--- config.mk ---
export PLATFORM = sky130hd
export DESIGN_NAME = rx_ring_writer
export DESIGN_NICKNAME = d
export VERILOG_FILES = /design/src/rtl/rxr_pkg.sv /design/src/rtl/rxr_flow.sv /design/src/rtl/rxr_frame_fsm.sv /design/src/rtl/rx_ring_writer.sv
export SDC_FILE = /design/constraint.sdc
export NUM_CORES = 1
export LEC_CHECK = 0
export BUFFER_PORTS_ARGS = -buffer_cell sky130_fd_sc_hd__buf_2
export CORE_ASPECT_RATIO = 1.25
export CORE_MARGIN = 4
export CORE_UTILIZATION = 55
export DETAILED_ROUTE_END_ITERATION = 8
export PLACE_DENSITY = 0.95
export SLEW_MARGIN = 30
export SYNTH_ARGS = -nofsm -noshare
export SYNTH_HDL_FRONTEND = slang
export SYNTH_SLANG_ARGS = --single-unit
export TNS_END_PERCENT = 100
--- constraint.sdc ---
create_clock -name clk -period 10.8 [get_ports clk]
set_input_delay 1.62 -clock clk [delete_from_list [all_inputs] [get_ports clk]]
set_output_delay 1.62 -clock clk [all_outputs]
set_load 0.01 [all_outputs]
--- src/rtl/rxr_pkg.sv ---
package rxr_pkg;

    typedef enum logic [2:0] {
        S_IDLE,
        S_PAD0,
        S_PAD1,
        S_DATA,
        S_DONE,
        S_DROP
    } rx_state_t;

    // descriptor status word layout
    localparam int LEN_LSB = 16;
    localparam int LEN_W   = 12;
    localparam int EOP_BIT = 14;
    localparam int SOP_BIT = 13;
    localparam int ERR_BIT = 0;

    // threshold configuration word layout
    localparam int THR_LO_LSB = 16;
    localparam int THR_HI_LSB = 0;
    localparam int THR_W      = 16;

    localparam int PAD_BYTES = 2;

endpackage

--- src/rtl/rxr_flow.sv ---
module rxr_flow
    import rxr_pkg::*;
#(
    parameter int IDX_W = 16,
    parameter int RING  = 256
) (
    input  logic             clk,
    input  logic             rst_n,
    input  logic [IDX_W-1:0] prod,
    input  logic [IDX_W-1:0] cons,
    input  logic [31:0]      thresh_cfg,
    output logic             full,
    output logic             xoff
);
    localparam int FREE_W = IDX_W + 1;

    logic [IDX_W-1:0]  occ;
    logic [FREE_W-1:0] free_n;
    logic [FREE_W-1:0] lo_thr;
    logic [FREE_W-1:0] hi_thr;

    assign occ    = prod - cons;
    assign full   = ({1'b0, occ} >= FREE_W'(RING));
    assign free_n = full ? '0 : (FREE_W'(RING) - {1'b0, occ});
    assign lo_thr = FREE_W'(thresh_cfg[THR_LO_LSB +: THR_W]);
    assign hi_thr = FREE_W'(thresh_cfg[THR_HI_LSB +: THR_W]);

    always_ff @(posedge clk or negedge rst_n) begin
        if (!rst_n) begin
            xoff <= 1'b0;
        end else if (free_n <= lo_thr) begin
            xoff <= 1'b1;
        end else if (free_n >= hi_thr) begin
            xoff <= 1'b0;
        end
    end

endmodule

--- src/rtl/rxr_frame_fsm.sv ---
module rxr_frame_fsm
    import rxr_pkg::*;
#(
    parameter int IDX_W     = 16,
    parameter int RING      = 256,
    parameter int BUF_BYTES = 2048,
    parameter int MAX_LEN   = 1536,
    parameter int CNT_W     = 16,
    localparam int SLOT_W   = $clog2(RING),
    localparam int OFF_W    = $clog2(BUF_BYTES),
    localparam int ADDR_W   = SLOT_W + OFF_W
) (
    input  logic              clk,
    input  logic              rst_n,
    input  logic              align_en,
    input  logic              full,
    input  logic              in_valid,
    input  logic [7:0]        in_data,
    input  logic              in_last,
    output logic              in_ready,
    output logic              wr_en,
    output logic [ADDR_W-1:0] wr_addr,
    output logic [7:0]        wr_data,
    output logic              desc_we,
    output logic [SLOT_W-1:0] desc_idx,
    output logic [31:0]       desc_word,
    output logic [IDX_W-1:0]  prod_idx,
    output logic [CNT_W-1:0]  drop_count,
    output rx_state_t         state_o
);
    rx_state_t         state_q, state_d;
    logic [LEN_W-1:0]  offset_q;
    logic              trunc_q;
    logic [IDX_W-1:0]  prod_q;
    logic [CNT_W-1:0]  drop_q;
    logic [OFF_W-1:0]  wr_off;
    logic [SLOT_W-1:0] slot;
    logic              has_room;
    logic              start_ok;

    assign slot     = prod_q[SLOT_W-1:0];
    assign has_room = (offset_q < LEN_W'(MAX_LEN));
    assign start_ok = in_valid && !full;

    // state register
    always_ff @(posedge clk or negedge rst_n) begin
        if (!rst_n) state_q <= S_IDLE;
        else        state_q <= state_d;
    end

    // next state
    always_comb begin
        state_d = state_q;
        unique case (state_q)
            S_IDLE: begin
                if (in_valid && full)       state_d = in_last ? S_IDLE : S_DROP;
                else if (start_ok)          state_d = align_en ? S_PAD0
                                                    : (in_last ? S_DONE : S_DATA);
            end
            S_PAD0: state_d = S_PAD1;
            S_PAD1: state_d = S_DATA;
            S_DATA: if (in_valid && in_last) state_d = S_DONE;
            S_DONE: state_d = S_IDLE;
            S_DROP: if (in_valid && in_last) state_d = S_IDLE;
            default: state_d = S_IDLE;
        endcase
    end

    // outputs
    always_comb begin
        in_ready = 1'b0;
        wr_en    = 1'b0;
        wr_off   = '0;
        wr_data  = 8'h00;
        desc_we  = 1'b0;
        unique case (state_q)
            S_IDLE: begin
                in_ready = full || !align_en;
                wr_en    = start_ok && !align_en;
                wr_data  = in_data;
            end
            S_PAD0: wr_en = 1'b1;
            S_PAD1: begin
                wr_en  = 1'b1;
                wr_off = OFF_W'(1);
            end
            S_DATA: begin
                in_ready = 1'b1;
                wr_en    = in_valid && has_room;
                wr_off   = offset_q[OFF_W-1:0];
                wr_data  = in_data;
            end
            S_DONE: desc_we = 1'b1;
            S_DROP: in_ready = 1'b1;
            default: ;
        endcase
    end

    always_comb begin
        desc_word                     = '0;
        desc_word[LEN_LSB +: LEN_W]   = offset_q;
        desc_word[EOP_BIT]            = 1'b1;
        desc_word[SOP_BIT]            = 1'b1;
        desc_word[ERR_BIT]            = trunc_q;
    end

    // frame datapath
    always_ff @(posedge clk or negedge rst_n) begin
        if (!rst_n) begin
            offset_q <= '0;
            trunc_q  <= 1'b0;
            prod_q   <= '0;
            drop_q   <= '0;
        end else begin
            unique case (state_q)
                S_IDLE: begin
                    trunc_q  <= 1'b0;
                    offset_q <= (start_ok && !align_en) ? LEN_W'(1) : '0;
                    if (in_valid && full) drop_q <= drop_q + 1'b1;
                end
                S_PAD1: offset_q <= LEN_W'(PAD_BYTES);
                S_DATA: begin
                    if (in_valid) begin
                        if (has_room) offset_q <= offset_q + 1'b1;
                        else          trunc_q  <= 1'b1;
                    end
                end
                S_DONE: prod_q <= prod_q + 1'b1;
                default: ;
            endcase
        end
    end

    assign wr_addr    = {slot, wr_off};
    assign desc_idx   = slot;
    assign prod_idx   = prod_q;
    assign drop_count = drop_q;
    assign state_o    = state_q;

endmodule

--- src/rtl/rx_ring_writer.sv ---
module rx_ring_writer
    import rxr_pkg::*;
#(
    parameter int IDX_W     = 16,
    parameter int RING      = 256,
    parameter int BUF_BYTES = 2048,
    parameter int MAX_LEN   = 1536,
    parameter int CNT_W     = 16,
    localparam int SLOT_W   = $clog2(RING),
    localparam int ADDR_W   = SLOT_W + $clog2(BUF_BYTES)
) (
    input  logic              clk,
    input  logic              rst_n,
    input  logic              align_en,
    input  logic [31:0]       thresh_cfg,
    input  logic [IDX_W-1:0]  cons_idx,
    input  logic              in_valid,
    input  logic [7:0]        in_data,
    input  logic              in_last,
    output logic              in_ready,
    output logic              wr_en,
    output logic [ADDR_W-1:0] wr_addr,
    output logic [7:0]        wr_data,
    output logic              desc_we,
    output logic [SLOT_W-1:0] desc_idx,
    output logic [31:0]       desc_word,
    output logic [IDX_W-1:0]  prod_idx,
    output logic [CNT_W-1:0]  drop_count,
    output logic              xoff
);
    logic      ring_full;
    rx_state_t fsm_state;

    rxr_flow #(
        .IDX_W (IDX_W),
        .RING  (RING)
    ) u_flow (
        .clk        (clk),
        .rst_n      (rst_n),
        .prod       (prod_idx),
        .cons       (cons_idx),
        .thresh_cfg (thresh_cfg),
        .full       (ring_full),
        .xoff       (xoff)
    );

    rxr_frame_fsm #(
        .IDX_W     (IDX_W),
        .RING      (RING),
        .BUF_BYTES (BUF_BYTES),
        .MAX_LEN   (MAX_LEN),
        .CNT_W     (CNT_W)
    ) u_fsm (
        .clk        (clk),
        .rst_n      (rst_n),
        .align_en   (align_en),
        .full       (ring_full),
        .in_valid   (in_valid),
        .in_data    (in_data),
        .in_last    (in_last),
        .in_ready   (in_ready),
        .wr_en      (wr_en),
        .wr_addr    (wr_addr),
        .wr_data    (wr_data),
        .desc_we    (desc_we),
        .desc_idx   (desc_idx),
        .desc_word  (desc_word),
        .prod_idx   (prod_idx),
        .drop_count (drop_count),
        .state_o    (fsm_state)
    );

endmodule

==> impl_metrics.csv <==
group,metric,value,unit
setup_path,cp_max_fo,27,
clock_tree,numClockSinks,49,
sta,fmax,148,MHz
cells_and_area,area_growth,15.0,%
drt,drc,0,
logic_synthesis,synth_area_leaders,"dfrtp_1, ha_1, xnor2_1",
clock_tree,clock_path_buffers,2,
floorplanning,die_x,90.2,um
global_route,grt_pass1_vias,4343,
global_route,grt_max_degree,50,
setup_path,rr_worst_depth,21,
setup_path,rrSetupSlack,5.23,ns
logic_synthesis,netlist.area_leader.share,26.4,%
setup_path,rr_endpoint,"u_flow.xoff$_DFFE_PN0P_",
sta,timing.final.ws_setup,4.03,ns
pwr,finalPower,708,uW
floorplanning,pin_count,164,
clock_tree,clkLatencyLatePin,0.31,ns
setup_path,endpoint,"in_ready",
sta,final_hold_viol_count,0,
drt,wl_per_cell,14.9,um
clock_tree,cts-resized-gates,0,
drt,ant_nets,0,
clock_tree,root_buffer,"clkbuf_8",
cells_and_area,fill_cells,686,
drt,viasPerCell,5.64,
cells_and_area,seqCellArea,1230,um2
sta,setup_viol,0,
global_route,track_usage,22.4,%
clock_tree,holdBufCountCts,0,
sta,period_needed,6.77,ns
floorplanning,die_area,9990,um2
sta,slew_violations,0,
setup_path,regToRegStartpoint,"u_fsm.prod_idx[0]$_DFFE_PN0P_",
drt,drtPass1Iterations,5,
global_route,gr-total-overflow,0,
sta,whs,0.487,ns
floorplanning,coreArea,8240,um2
logic_synthesis,ys_seq_elements,49,
cells_and_area,fin_area,5340,um2
logic_synthesis,ys.flop_type,"dfrtp_1",
global_route,grt_pass1_wl,19000,um
clock_tree,cts_tree,"done",
setup_path,arrival,5.15,ns
drt,route.final.wire_length,11700,um
floorplanning,initial_core_util,56.4,%
pwr,p_leak,0.00307,uW
cells_and_area,fin_nets,803,
cells_and_area,n_antenna_cell,0,
floorplanning,dieHeight,111,um
logic_synthesis,async_flop_share,100,%
logic_synthesis,synth_enable_flop_cells,0,
clock_tree,cts_buffers,5,
logic_synthesis,yosysWarnings,0,
placed_design,placed_cell_area,5250,um2
logic_synthesis,syn_area_per_cell,8.28,um2
cells_and_area,multi_input_area,2970,um2
setup_path,cp-startpoint,"cons_idx[0]",
logic_synthesis,netlist_top_cells_count,"inv_1, ha_1, dfrtp_1",
logic_synthesis,netlist-cell-type-count,62,
pwr,power.density,133,nW/um2
global_route,antenna_found_initial,0,
logic_synthesis,synth_most_common_cell,"inv_1",
setup_path,cp-start-kind,"input pin",
sta,finClkSkew,0.00901,ns
logic_synthesis,netlist_area,4650,um2
logic_synthesis,netlist.top_cell.by_area,"dfrtp_1",
sta,relSlewSlack,38.8,%
setup_path,cp.required,9.18,ns
worst_hold_path,hp-class,"flop to flop",
logic_synthesis,yosysSeqAreaShare,26.4,%
clock_tree,postCtsSetupBuffers,0,
placed_design,dp_hpwl,9620,um
placed_design,gp_congestion,0.917,
clock_tree,htreeDepth,2,
setup_path,worstSetupPathType,"input pin to output port",
run_status,status,"finished, final reports clean",
drt,drt_iter0_drc,166,
cells_and_area,drive_above_1_share,23.3,%
clock_tree,path_clk_slew,0.10,ns
sta,tightest_slew,0.918,ns
logic_synthesis,syn_inst,561,
sta,final.setup.tns,0,ns
drt,vias,4446,
setup_path,critPathCaptureType,"output port",
pwr,ir_drop,66.9,uV
placed_design,io_buffers,144,
flow_run,drv_cap,0,
floorplanning,rows,37,
placed_design,pre_cts_ws,4.10,ns
sta,rsz0062_at_grt,"no",
sta,post-route-period-util,62.7,%
-- state kept, by name (all words and copies together), names as in the netlist --
register          count
u_fsm.trunc_q         1
u_fsm.offset_q       12
u_fsm.state_o         3
u_flow.xoff           1
u_fsm.prod_idx       16
u_fsm.drop_count     16
-- cell families (layout without fill, tap and decap cells) --
family	Yosys count	after routing	synth area share [%]
buffers and inverters	102	207	11.7
AOI/OAI and AO/OA	107	107	15.4
DFF	49	49	26.4
other	2	27	0.162
and+or+nand+nor	194	194	21.7
xor gates and xnor gates	53	53	9.99
adders and majority gates	52	52	14.2
muxes	2	2	0.458
-- per-stage QoR --
step                instances  util, %
floorplan                 586        -
global placement          780     63.6
detailed placement        780     63.7
CTS                       788     64.8
global route              788     64.8
finish                    788     64.8
-- cell usage in the layout, fill, tap and decap left out, drive strengths merged, types with 2 or more instances in the layout --
| cell | count |
|---|---|
| o21ai | 21 |
| conb | 27 |
| a211oi | 6 |
| clkinvlp | 2 |
| a31o | 3 |
| o21a | 9 |
| or3 | 4 |
| nor2 | 44 |
| a31oi | 8 |
| a21o | 13 |
| nor3 | 8 |
| buf | 144 |
| nand4 | 18 |
| xnor2 | 38 |
| inv | 56 |
| xor2 | 15 |
| nor2b | 6 |
| clkbuf | 5 |
| ha | 51 |
| dfrtp | 49 |
| a311oi | 2 |
| nor4 | 7 |
| and2 | 21 |
| nand3 | 22 |
| o2111a | 2 |
| nand2b | 4 |
| and3 | 14 |
| nand2 | 37 |
| a21oi | 25 |
| nand3b | 3 |
| o21bai | 3 |
-- critical path, stage by stage --
cell and delay [ns]:
buf_2 0.10, ha_1 0.22, fa_1 0.41, nor2b_1 0.21, o21bai_1 0.15, a31oi_1 0.31
and3b_1 0.21, a311oi_1 0.37, nand4_1 0.24, or3_1 0.81, o21ai_1 0.27, a21boi_1 0.08
buf_2 0.15
-- routing by layer --
layer	vias up	routed length [um]	GRT usage, %
met2	192	6360	44.1
li1	2143	-	-
met3	36	684	3.46
met1	2075	4310	23.6
met4	0	357	8.17
met5	-	0	0
-- where the power goes --
group / switching [uW] / internal, uW
registers: 44.7 / 207
clock network: 70.0 / 47.3
logic: 202 / 137
total: 316 / 392
-- worst min-delay path by stage --
stage / start / end / cells past startpoint
final: u_fsm.drop_count[15]$_DFFE_PN0P_ / u_fsm.drop_count[15]$_DFFE_PN0P_ / 1
after global routing: u_fsm.drop_count[15]$_DFFE_PN0P_ / u_fsm.drop_count[15]$_DFFE_PN0P_ / 1
after CTS: u_fsm.drop_count[15]$_DFFE_PN0P_ / u_fsm.drop_count[15]$_DFFE_PN0P_ / 1
after detailed placement: u_fsm.drop_count[15]$_DFFE_PN0P_ / u_fsm.drop_count[15]$_DFFE_PN0P_ / 1
after global placement: u_fsm.drop_count[15]$_DFFE_PN0P_ / u_fsm.drop_count[15]$_DFFE_PN0P_ / 1
after floorplan: u_fsm.trunc_q$_DFFE_PN0P_ / u_fsm.trunc_q$_DFFE_PN0P_ / 2
-- final cells by class --
type | count | share of cell area, %
Tap cell | 97 | 2.27
Sequential cell | 49 | 23.0
Inverter | 55 | 3.87
Timing Repair Buffer | 144 | 13.5
Clock buffer | 5 | 1.29
Clock inverter | 3 | 0.492
Multi-Input combinational cell | 435 | 55.6
Note: power is estimated with default switching activity, not from simulation.
